==> config.mk <==
export PLATFORM = sky130hd
export DESIGN_NAME = flash_cmd_decoder
export DESIGN_NICKNAME = d
export VERILOG_FILES = /design/src/rtl/fcd_pkg.sv /design/src/rtl/fcd_rst_sync.sv /design/src/rtl/fcd_cmd_fsm.sv /design/src/rtl/fcd_status.sv /design/src/rtl/fcd_read_mux.sv /design/src/rtl/flash_cmd_decoder.sv
export SDC_FILE = /design/constraint.sdc
export NUM_CORES = 1
export LEC_CHECK = 0
export BUFFER_PORTS_ARGS = -buffer_cell sky130_fd_sc_hd__buf_2
export CELL_PAD_IN_SITES_DETAIL_PLACEMENT = 1
export CELL_PAD_IN_SITES_GLOBAL_PLACEMENT = 1
export CORE_ASPECT_RATIO = 0.7
export CORE_MARGIN = 2
export CORE_UTILIZATION = 34
export DETAILED_ROUTE_END_ITERATION = 6
export PLACE_DENSITY = 0.87
export SYNTH_ARGS = -nofsm -noshare
export SYNTH_HDL_FRONTEND = slang
export SYNTH_SLANG_ARGS = --single-unit
==> constraint.sdc <==
create_clock -name clk -period 2.2 [get_ports clk]
set_input_delay 0.33 -clock clk [delete_from_list [all_inputs] [get_ports clk]]
set_output_delay 0.33 -clock clk [all_outputs]
set_load 0.02 [all_outputs]
==> src/rtl/fcd_pkg.sv <==
package fcd_pkg;
  localparam int DATA_W = 16;

  typedef enum logic [2:0] {
    ST_IDLE, ST_PSETUP, ST_ESETUP, ST_PBUSY, ST_EBUSY, ST_ESUSP
  } fcd_state_e;

  typedef enum logic [1:0] {
    RD_ARRAY  = 2'd0,
    RD_IDENT  = 2'd1,
    RD_STATUS = 2'd2
  } fcd_rd_e;

  localparam logic [7:0] CMD_READ    = 8'hFF;
  localparam logic [7:0] CMD_IDENT   = 8'h90;
  localparam logic [7:0] CMD_STATUS  = 8'h70;
  localparam logic [7:0] CMD_CLEAR   = 8'h50;
  localparam logic [7:0] CMD_PROG_A  = 8'h40;
  localparam logic [7:0] CMD_PROG_B  = 8'h10;
  localparam logic [7:0] CMD_ERASE   = 8'h20;
  localparam logic [7:0] CMD_CONFIRM = 8'hD0;
  localparam logic [7:0] CMD_SUSPEND = 8'hB0;

  localparam logic [15:0] MFR_CODE = 16'h0089;
  localparam logic [15:0] DEV_TOP  = 16'h2274;
  localparam logic [15:0] DEV_BOT  = 16'h2275;
endpackage

==> src/rtl/fcd_rst_sync.sv <==
module fcd_rst_sync #(
  parameter int STAGES = 2
) (
  input  logic clk,
  input  logic rst_n,
  output logic rst_n_sync
);
  logic [STAGES-1:0] sync_q;

  always_ff @(posedge clk or negedge rst_n) begin
    if (!rst_n) sync_q <= '0;
    else        sync_q <= {sync_q[STAGES-2:0], 1'b1};
  end

  assign rst_n_sync = sync_q[STAGES-1];
endmodule

==> src/rtl/fcd_cmd_fsm.sv <==
module fcd_cmd_fsm
  import fcd_pkg::*;
#(
  parameter int ADDR_W = 17
) (
  input  logic              clk,
  input  logic              rst_n,
  input  logic              wr_stb,
  input  logic [ADDR_W-1:0] wr_addr,
  input  logic [DATA_W-1:0] wr_data,
  input  logic              vpp_ok,
  input  logic              eng_done,
  output fcd_rd_e           rd_mode,
  output logic              eng_req,
  output logic              eng_erase,
  output logic [ADDR_W-1:0] eng_addr,
  output logic [DATA_W-1:0] eng_wdata,
  output logic              eng_pause,
  output logic              ready,
  output logic              set_prog_err,
  output logic              set_erase_err,
  output logic              set_vpp_err,
  output logic              clr_err
);
  fcd_state_e        state_q, state_d;
  fcd_rd_e           mode_q, mode_d;
  logic              req_q, req_d;
  logic              erase_q, erase_d;
  logic [ADDR_W-1:0] addr_q, addr_d;
  logic [DATA_W-1:0] data_q, data_d;
  logic [7:0]        cmd;

  assign cmd = wr_data[7:0];

  always_comb begin
    state_d       = state_q;
    mode_d        = mode_q;
    req_d         = 1'b0;
    erase_d       = erase_q;
    addr_d        = addr_q;
    data_d        = data_q;
    set_prog_err  = 1'b0;
    set_erase_err = 1'b0;
    set_vpp_err   = 1'b0;
    clr_err       = 1'b0;
    case (state_q)
      ST_IDLE, ST_ESUSP: begin
        if (wr_stb) begin
          case (cmd)
            CMD_READ:   mode_d = RD_ARRAY;
            CMD_IDENT:  mode_d = RD_IDENT;
            CMD_STATUS: mode_d = RD_STATUS;
            CMD_CLEAR:  clr_err = 1'b1;
            CMD_PROG_A, CMD_PROG_B: begin
              if (state_q == ST_IDLE) begin
                state_d = ST_PSETUP;
                mode_d  = RD_STATUS;
              end
            end
            CMD_ERASE: begin
              if (state_q == ST_IDLE) begin
                state_d = ST_ESETUP;
                mode_d  = RD_STATUS;
              end
            end
            CMD_CONFIRM: begin
              if (state_q == ST_ESUSP) state_d = ST_EBUSY;
            end
            default: ;
          endcase
        end
      end
      ST_PSETUP: begin
        if (wr_stb) begin
          mode_d = RD_STATUS;
          if (vpp_ok) begin
            req_d   = 1'b1;
            erase_d = 1'b0;
            addr_d  = wr_addr;
            data_d  = wr_data;
            state_d = ST_PBUSY;
          end else begin
            set_prog_err = 1'b1;
            set_vpp_err  = 1'b1;
            state_d      = ST_IDLE;
          end
        end
      end
      ST_ESETUP: begin
        if (wr_stb) begin
          mode_d = RD_STATUS;
          if (cmd == CMD_CONFIRM && vpp_ok) begin
            req_d   = 1'b1;
            erase_d = 1'b1;
            addr_d  = wr_addr;
            state_d = ST_EBUSY;
          end else begin
            set_erase_err = 1'b1;
            set_vpp_err   = (cmd == CMD_CONFIRM);
            state_d       = ST_IDLE;
          end
        end
      end
      ST_PBUSY: begin
        if (eng_done) state_d = ST_IDLE;
        else if (wr_stb && cmd == CMD_STATUS) mode_d = RD_STATUS;
      end
      ST_EBUSY: begin
        if (eng_done) state_d = ST_IDLE;
        else if (wr_stb) begin
          if (cmd == CMD_STATUS)  mode_d  = RD_STATUS;
          if (cmd == CMD_SUSPEND) state_d = ST_ESUSP;
        end
      end
      default: state_d = ST_IDLE;
    endcase
  end

  always_ff @(posedge clk or negedge rst_n) begin
    if (!rst_n) begin
      state_q <= ST_IDLE;
      mode_q  <= RD_ARRAY;
      req_q   <= 1'b0;
      erase_q <= 1'b0;
      addr_q  <= '0;
      data_q  <= '0;
    end else begin
      state_q <= state_d;
      mode_q  <= mode_d;
      req_q   <= req_d;
      erase_q <= erase_d;
      addr_q  <= addr_d;
      data_q  <= data_d;
    end
  end

  assign rd_mode   = mode_q;
  assign eng_req   = req_q;
  assign eng_erase = erase_q;
  assign eng_addr  = addr_q;
  assign eng_wdata = data_q;
  assign eng_pause = (state_q == ST_ESUSP);
  assign ready     = (state_q != ST_PBUSY) && (state_q != ST_EBUSY);

  // launch request lasts one cycle
  p_req_single_r4: assert property (@(posedge clk) disable iff (!rst_n)
    eng_req |=> !eng_req);
  // no launch without valid programming voltage
  p_req_vpp_r9: assert property (@(posedge clk) disable iff (!rst_n)
    eng_req |-> $past(vpp_ok));
  // completion leaves the read source alone
  p_done_keeps_mode_r8: assert property (@(posedge clk) disable iff (!rst_n)
    (eng_done && !ready) |=> rd_mode == $past(rd_mode));
  // non-status commands during a program do not move the read source
  p_pbusy_filter_r6: assert property (@(posedge clk) disable iff (!rst_n)
    (state_q == ST_PBUSY && !eng_done && wr_stb && cmd != CMD_STATUS)
      |=> rd_mode == $past(rd_mode));
endmodule

==> src/rtl/fcd_status.sv <==
module fcd_status (
  input  logic       clk,
  input  logic       rst_n,
  input  logic       ready,
  input  logic       suspended,
  input  logic       set_prog_err,
  input  logic       set_erase_err,
  input  logic       set_vpp_err,
  input  logic       clr_err,
  output logic [7:0] status_byte
);
  logic prog_err_q, erase_err_q, vpp_err_q;

  always_ff @(posedge clk or negedge rst_n) begin
    if (!rst_n) begin
      prog_err_q  <= 1'b0;
      erase_err_q <= 1'b0;
      vpp_err_q   <= 1'b0;
    end else if (clr_err) begin
      prog_err_q  <= 1'b0;
      erase_err_q <= 1'b0;
      vpp_err_q   <= 1'b0;
    end else begin
      if (set_prog_err)  prog_err_q  <= 1'b1;
      if (set_erase_err) erase_err_q <= 1'b1;
      if (set_vpp_err)   vpp_err_q   <= 1'b1;
    end
  end

  assign status_byte = {ready, suspended, erase_err_q, prog_err_q, vpp_err_q, 3'b000};

  // clear empties all error bits
  p_clear_r11: assert property (@(posedge clk) disable iff (!rst_n)
    clr_err |=> (status_byte[5:3] == 3'b000));
  // error bits are sticky until cleared
  p_sticky_r9: assert property (@(posedge clk) disable iff (!rst_n)
    (status_byte[4] && !clr_err) |=> status_byte[4]);
endmodule

==> src/rtl/fcd_read_mux.sv <==
module fcd_read_mux
  import fcd_pkg::*;
#(
  parameter bit BOTTOM_BOOT = 1'b0
) (
  input  fcd_rd_e           rd_mode,
  input  logic              addr_lsb,
  input  logic              byte_mode,
  input  logic              byte_sel,
  input  logic [DATA_W-1:0] arr_rdata,
  input  logic [7:0]        status_byte,
  output logic [DATA_W-1:0] rdata
);
  logic [DATA_W-1:0] dev_code;
  logic [DATA_W-1:0] id_word;
  logic [DATA_W-1:0] arr_word;

  generate
    if (BOTTOM_BOOT) begin : g_bot
      assign dev_code = DEV_BOT;
    end else begin : g_top
      assign dev_code = DEV_TOP;
    end
  endgenerate

  always_comb begin
    id_word = addr_lsb ? dev_code : MFR_CODE;
    if (byte_mode) id_word = {8'h00, id_word[7:0]};
    arr_word = arr_rdata;
    if (byte_mode) arr_word = {8'h00, byte_sel ? arr_rdata[15:8] : arr_rdata[7:0]};
    case (rd_mode)
      RD_IDENT:  rdata = id_word;
      RD_STATUS: rdata = {8'h00, status_byte};
      default:   rdata = arr_word;
    endcase
  end
endmodule

==> src/rtl/flash_cmd_decoder.sv <==
module flash_cmd_decoder
  import fcd_pkg::*;
#(
  parameter int ADDR_W      = 17,
  parameter bit BOTTOM_BOOT = 1'b0
) (
  input  logic              clk,
  input  logic              rst_n,
  input  logic              ce_n,
  input  logic              we_n,
  input  logic              oe_n,
  input  logic [ADDR_W-1:0] addr,
  input  logic              byte_sel,
  input  logic              byte_mode,
  input  logic [15:0]       wdata,
  input  logic              vpp_ok,
  input  logic              eng_done,
  output logic              eng_req,
  output logic              eng_erase,
  output logic [ADDR_W-1:0] eng_addr,
  output logic [15:0]       eng_wdata,
  output logic              eng_pause,
  output logic [ADDR_W-1:0] arr_addr,
  input  logic [15:0]       arr_rdata,
  output logic [1:0]        rd_src,
  output logic [15:0]       rdata,
  output logic              rdata_oe
);
  logic    rst_n_sync;
  logic    wr_stb;
  fcd_rd_e rd_mode;
  logic    ready, set_prog_err, set_erase_err, set_vpp_err, clr_err;
  logic [7:0] status_byte;

  assign wr_stb   = !ce_n && !we_n;
  assign rdata_oe = !ce_n && !oe_n && we_n;
  assign arr_addr = addr;
  assign rd_src   = rd_mode;

  fcd_rst_sync #(.STAGES(2)) u_rst (
    .clk(clk), .rst_n(rst_n), .rst_n_sync(rst_n_sync)
  );

  fcd_cmd_fsm #(.ADDR_W(ADDR_W)) u_fsm (
    .clk(clk), .rst_n(rst_n_sync), .wr_stb(wr_stb), .wr_addr(addr),
    .wr_data(wdata), .vpp_ok(vpp_ok), .eng_done(eng_done),
    .rd_mode(rd_mode), .eng_req(eng_req), .eng_erase(eng_erase),
    .eng_addr(eng_addr), .eng_wdata(eng_wdata), .eng_pause(eng_pause),
    .ready(ready), .set_prog_err(set_prog_err), .set_erase_err(set_erase_err),
    .set_vpp_err(set_vpp_err), .clr_err(clr_err)
  );

  fcd_status u_status (
    .clk(clk), .rst_n(rst_n_sync), .ready(ready), .suspended(eng_pause),
    .set_prog_err(set_prog_err), .set_erase_err(set_erase_err),
    .set_vpp_err(set_vpp_err), .clr_err(clr_err), .status_byte(status_byte)
  );

  fcd_read_mux #(.BOTTOM_BOOT(BOTTOM_BOOT)) u_mux (
    .rd_mode(rd_mode), .addr_lsb(addr[0]), .byte_mode(byte_mode),
    .byte_sel(byte_sel), .arr_rdata(arr_rdata), .status_byte(status_byte),
    .rdata(rdata)
  );

  // outputs never driven during a write strobe
  p_oe_quiet_r12: assert property (@(posedge clk) disable iff (!rst_n_sync)
    wr_stb |-> !rdata_oe);
endmodule

## Yosys cells after proc, flatten, opt, wreduce, memory -nomap -nowiden

Index checks and enable logic that the tools add are counted.

| word-level totals | value |
|---|---|
| register bits | 45 |
| bits in latches | 0 |
| bits in writable memories | 0 |
| memory bits (read-only) | 0 |
| input port bits | 58 |
| output and inout bits | 72 |
| memories | 0 |

| operators by class | value |
|---|---|
| add/subtract/negate cells | 0 |
| $mul | 0 |
| div/mod/pow operators | 0 |
| $lt $le $gt $ge | 0 |
| equal/unequal tests | 38 |
| shift operators | 0 |
| multiplexer cells | 62 |
| bitwise gates (word level) | 0 |
| reduce and logical (&&, ||, !) cells | 23 |

Operator list:

| kind | number |
|---|---|
| $mux W17 | 4 |
| $pmux W17 S2 | 1 |
| $mux W3 | 11 |
| $eq A8 B8 Y1 const B | 4 |
| $mux W16 | 2 |
| $pmux W16 S2 | 1 |
| $mux W1 | 25 |
| $eq A8 B7 Y1 const B | 3 |
| $reduce_and A10 Y1 | 2 |
| $mux W2 | 9 |
| $ne A3 B2 Y1 const B | 6 |
| $ne A2 B1 Y1 const B | 8 |
| $pmux W2 S4 | 2 |
| $pmux W3 S5 | 1 |
| $mux W14 | 1 |
| $pmux W3 S3 | 1 |
| $eq A8 B5 Y1 const B | 1 |
| $eq A8 B6 Y1 const B | 1 |
| $mux W8 | 1 |
| $ne A2 B2 Y1 const B | 4 |
| $reduce_bool A2 Y1 | 4 |
| $eq A3 B2 Y1 const B | 2 |
| $eq A3 B3 Y1 const B | 2 |
| $logic_and A1 B1 Y1 | 6 |
| 14 further kinds | 21 |

## Longest topological paths before layout

| logic depth | value |
|---|---|
| depth after elaboration | 7 |
| mapped depth | 8 |
| depth with buffers taken out | 6 |

## Hierarchy

From an unflattened synthesis, not the netlist that was laid out.

| second synthesis, totals | value |
|---|---|
| cells, all modules | 257 |
| area, all modules | 2642.5 um^2 |

By module, submodules not included:

| module | instances | cells each | area each (um^2) | seq. area each (um^2) |
|---|---|---|---|---|
| fcd_cmd_fsm | 1 | 165 | 1976.9 | 1001.0 |
| fcd_read_mux | 1 | 55 | 299.0 | 0.0 |
| fcd_status | 1 | 15 | 168.9 | 75.1 |
| flash_cmd_decoder | 1 | 19 | 143.9 | 0.0 |
| fcd_rst_sync | 1 | 3 | 53.8 | 50.0 |

## Least setup slack after synthesis

Ideal clock, no wire load.

| timing path | value |
|---|---|
| kind | register to output |
| from | register u_fsm.mode_q[0] (netlist: u_fsm.rd_mode[0]) |
| to | output rdata[0] |
| arrival time | 1743 ps |
| data required time | 1870 ps |
| setup slack | 127 ps |
| stages on the path, launching flop included | 7 |
| cell sequence | dfrtp_1 -> inv_1 -> ha_1 -> clkbuf_1 -> clkbuf_1 -> nor2_1 -> a21oi_1 |

| between the ends | value |
|---|---|
| word-level cells in the longest chain between the ends | 2 |
| elaborated cells on any way between the ends | 3 |

RTL lines:

| element | line | RTL |
|---|---|---|
| from (decl) | fcd_cmd_fsm.sv:26 | `fcd_rd_e mode_q, mode_d;` |
| from (signal assigned) | fcd_cmd_fsm.sv:129 | `mode_q <= mode_d;` |
| $eq A2 B2 Y1 or $eq A2 B1 Y1 (tied branches) | fcd_read_mux.sv:31 | `case (rd_mode)` |
| $pmux W16 S2 (*) | fcd_read_mux.sv:31 |  |
| to (decl) | flash_cmd_decoder.sv:26 | `output logic [15:0] rdata,` |

Every way passes the cells marked *; elsewhere a longest branch is shown, timed or not.

## Worst setup path in the final report

| timing path | value |
|---|---|
| from | register u_fsm.mode_q[0] (netlist: u_fsm.rd_mode[0]) |
| to | output rdata[5] |

The elaborated chain is that of the path after synthesis.

==> results.md <==
- Status: completed
- Clk Latency, worst-skew pair: approximately 0.29 ns
- Max IR drop VDD: between 0.5 and 0.6 mV
- Crit share post-route: between 90% and 100%
- Share of layout cells above drive strength 1: ~54%
- Total GRT Usage: roughly 17%
- I/O Pins: 130
- Power Total: 4007 uW
- DR pass1 iterations: 4
- Max-capacitance violation count: 0
- Antenna cells: 0
- Commonest cells after routing, fill and taps aside: buf_2, dfrtp_1, mux2_2, a21oi_1
- Fin. Hold Viols: 0
- Die X: around 110 um
- Die Area: between 8000 and 9000 um^2
- Startpoint Class: flop
- Std-Cell Rows: 26
- Clk_skew: a little under 0.005 ns
- Most common cell after layout, fill and taps aside: buf_2
- Syn Area/Cell: around 11 um^2
- Clk root buf: clkbuf_8
- Post-DP Area: 3292 um^2
- Post-Syn Area: around 2700 um^2
- Max H-tree Level: 2
- Hold WC Path Type: reg2async
- Die height: 77.99 um
- Clock-pin slew on the worst setup and hold paths: approximately 0.090 ns
- Number of synthesized register bits: 45
- DR DRC count: 0
- P per Cell Area: 1168 nW/um^2
- WP data required: around 1.9 ns
- Initial DRC count: 44
- Sequential standard cell area: between 1000 and 1500 um^2
- Vias in the first global route: ~2400
- Filler cell count: between 800 and 900
- Starting Density: 35.69%
- Total CTS buffers: 5
- Wirelength per Cell: roughly 16 um
- Vias: 2339
- IO buf count: around 130
- Finish-stage setup viols: 0
- Cells after Synth: 243
- Initial antenna violation count: 0
- Clock tree buffer depth: 2
- Final HPWL DP: roughly 6000 um
- GPL Wtd Cong: 0.9106
- Crit path time final: approximately 2.1 ns
- Avg Vias per Cell: roughly 5.1
- Largest net degree at the start of global routing: 21
- Dpl ws: 0.01065 ns
- Syn-to-layout area delta: 29.04%
- Syn. warnings: 0
- Post-Route WL: approximately 7300 um
- Critical Path AT: 1.74 ns
- Sink Count: between 40 and 50
- Area of the multi-input gates: 1304 um^2
- Post-synth EDFFs: 0
- Crit. End Element: primary output
- Final nets: between 400 and 500
- Global-route wire length before repair: about 12000 um
- CORE AREA: roughly 7400 um^2
- Fin worst setup slack: 0.1264 ns
- Setup CP Type: reg2out
- CP Max Fanout: 10
- Pins Over Slew Limit: 0
- Hold Slack: 0.2222 ns
- Detail Route Antenna Nets: 0
- CTS tree: yes
- FMAX: ~0.48 GHz
- Lkg Pwr: around 0.0017 uW
- Overflow after GRT: 0
- Syn Nets: 303
- Distinct cells, synth: between 50 and 60
- Dominant synthesized flop cell: dfrtp_1
- Final Cell Area: between 3000 and 4000 um^2
- Asr flop ratio synth: 100.0%
- Sequential share of the synthesized area: between 40% and 50%
layer usage:
layer / vias to the layer above / GRT usage [%] / share of wire, %
li1: 1096 / - / -
met2: 94 / 31.05 / 48
met3: 2 / 4.370 / 8.0
met4: 0 / 2.278 / 0.32
met5: - / 0 / 0
met1: 1147 / 21.75 / 44
stage by stage:
step | TNS, ns | instances | utilization [%]
after detailed placement | 0 | 452 | 44.19
final | 0 | 462 | 46.05
after global placement | 0 | 452 | 44.19
after global routing | -0.01438 | 462 | 46.05
after floorplan | 0 | 243 | -
after CTS | 0 | 461 | 45.65
worst max-delay path, stage by stage, from the launching register on:
cell	delay, ns
dfrtp_1	0.40
inv_1	0.09
ha_4	0.28
buf_4	0.18
a221oi_1	0.25
a21oi_1	0.08
buf_2	0.17
cell families after synthesis:
logic type	Yosys count	share of synthesized area, %
and+or+nand+nor	68	15.77
AOI/OAI and AO/OA	46	11.25
DFF	45	42.35
muxes	44	18.49
buffers and inverters	34	9.552
xor gates and xnor gates	3	1.506
adders and majority gates	2	0.9410
other	1	0.1410
registers in the layout (all words and copies together) (netlist names):
signal	cells
u_fsm.eng_addr	17
u_fsm.eng_erase	1
u_fsm.eng_req	1
u_fsm.eng_wdata	16
u_fsm.rd_mode	2
u_fsm.state_q	3
u_rst.sync_q	2
u_status.erase_err_q	1
u_status.prog_err_q	1
u_status.vpp_err_q	1
what timing repair did:
item,4_1_cts,5_1_grt
pin swaps,0,1
setup buffers,0,1
hold buffers,1,0
endpoints found under the setup margin,8,11
gates resized for setup,2,5
gates cloned,0,0
endpoints found under the hold margin,2,0
Yosys cell counts (3+ instances only):
cell type | number | share of area [%]
a211oi_1 | 3 | 0.85
a21o_1 | 4 | 1.1
a21oi_1 | 14 | 2.6
a221oi_1 | 3 | 0.99
a31oi_1 | 7 | 1.6
and2_1 | 6 | 1.4
buf_4 | 19 | 5.4
clkbuf_1 | 4 | 0.56
dfrtp_1 | 45 | 42
inv_1 | 4 | 0.56
mux2_1 | 9 | 3.8
mux2_2 | 28 | 12
mux2i_1 | 6 | 2.3
nand2_1 | 9 | 1.3
nand3_1 | 4 | 0.75
nand4_1 | 3 | 0.71
nor2_1 | 14 | 2.0
nor2b_1 | 6 | 1.4
nor3b_1 | 3 | 0.85
o21ai_0 | 6 | 1.1
worst paths after layout:
check	start	end	slack (ns)	depth (start not counted)
setup / recovery	u_fsm.rd_mode[0]	rdata[5]	0.13	6
hold / removal	u_rst.sync_q[1]	u_fsm.rd_mode[0]	0.22	0
setup reg to reg	u_fsm.state_q[0]	u_fsm.state_q[2]	0.23	5
hold reg to reg	u_rst.sync_q[1]	u_fsm.rd_mode[0]	0.22	0
max in group asynchronous	u_rst.sync_q[1]	u_fsm.eng_addr[3]	1.44	1
min in group clk	addr[15]	u_fsm.eng_addr[15]	0.27	2
report_power, final:
group	internal (uW)	switching, uW
registers	1190	187
clock network	256	279
logic	862	1240
layout make-up:
type / count / share of cell area (%)
repair buffers: 143 / 22.39
multi-input cells: 164 / 38.00
clock buffers: 7 / 2.516
well taps: 98 / 3.574
inverters: 4 / 0.4376
clock inverters: 1 / 0.2188
flip-flops and latches: 45 / 32.86
(Power assumes the default switching activity.)
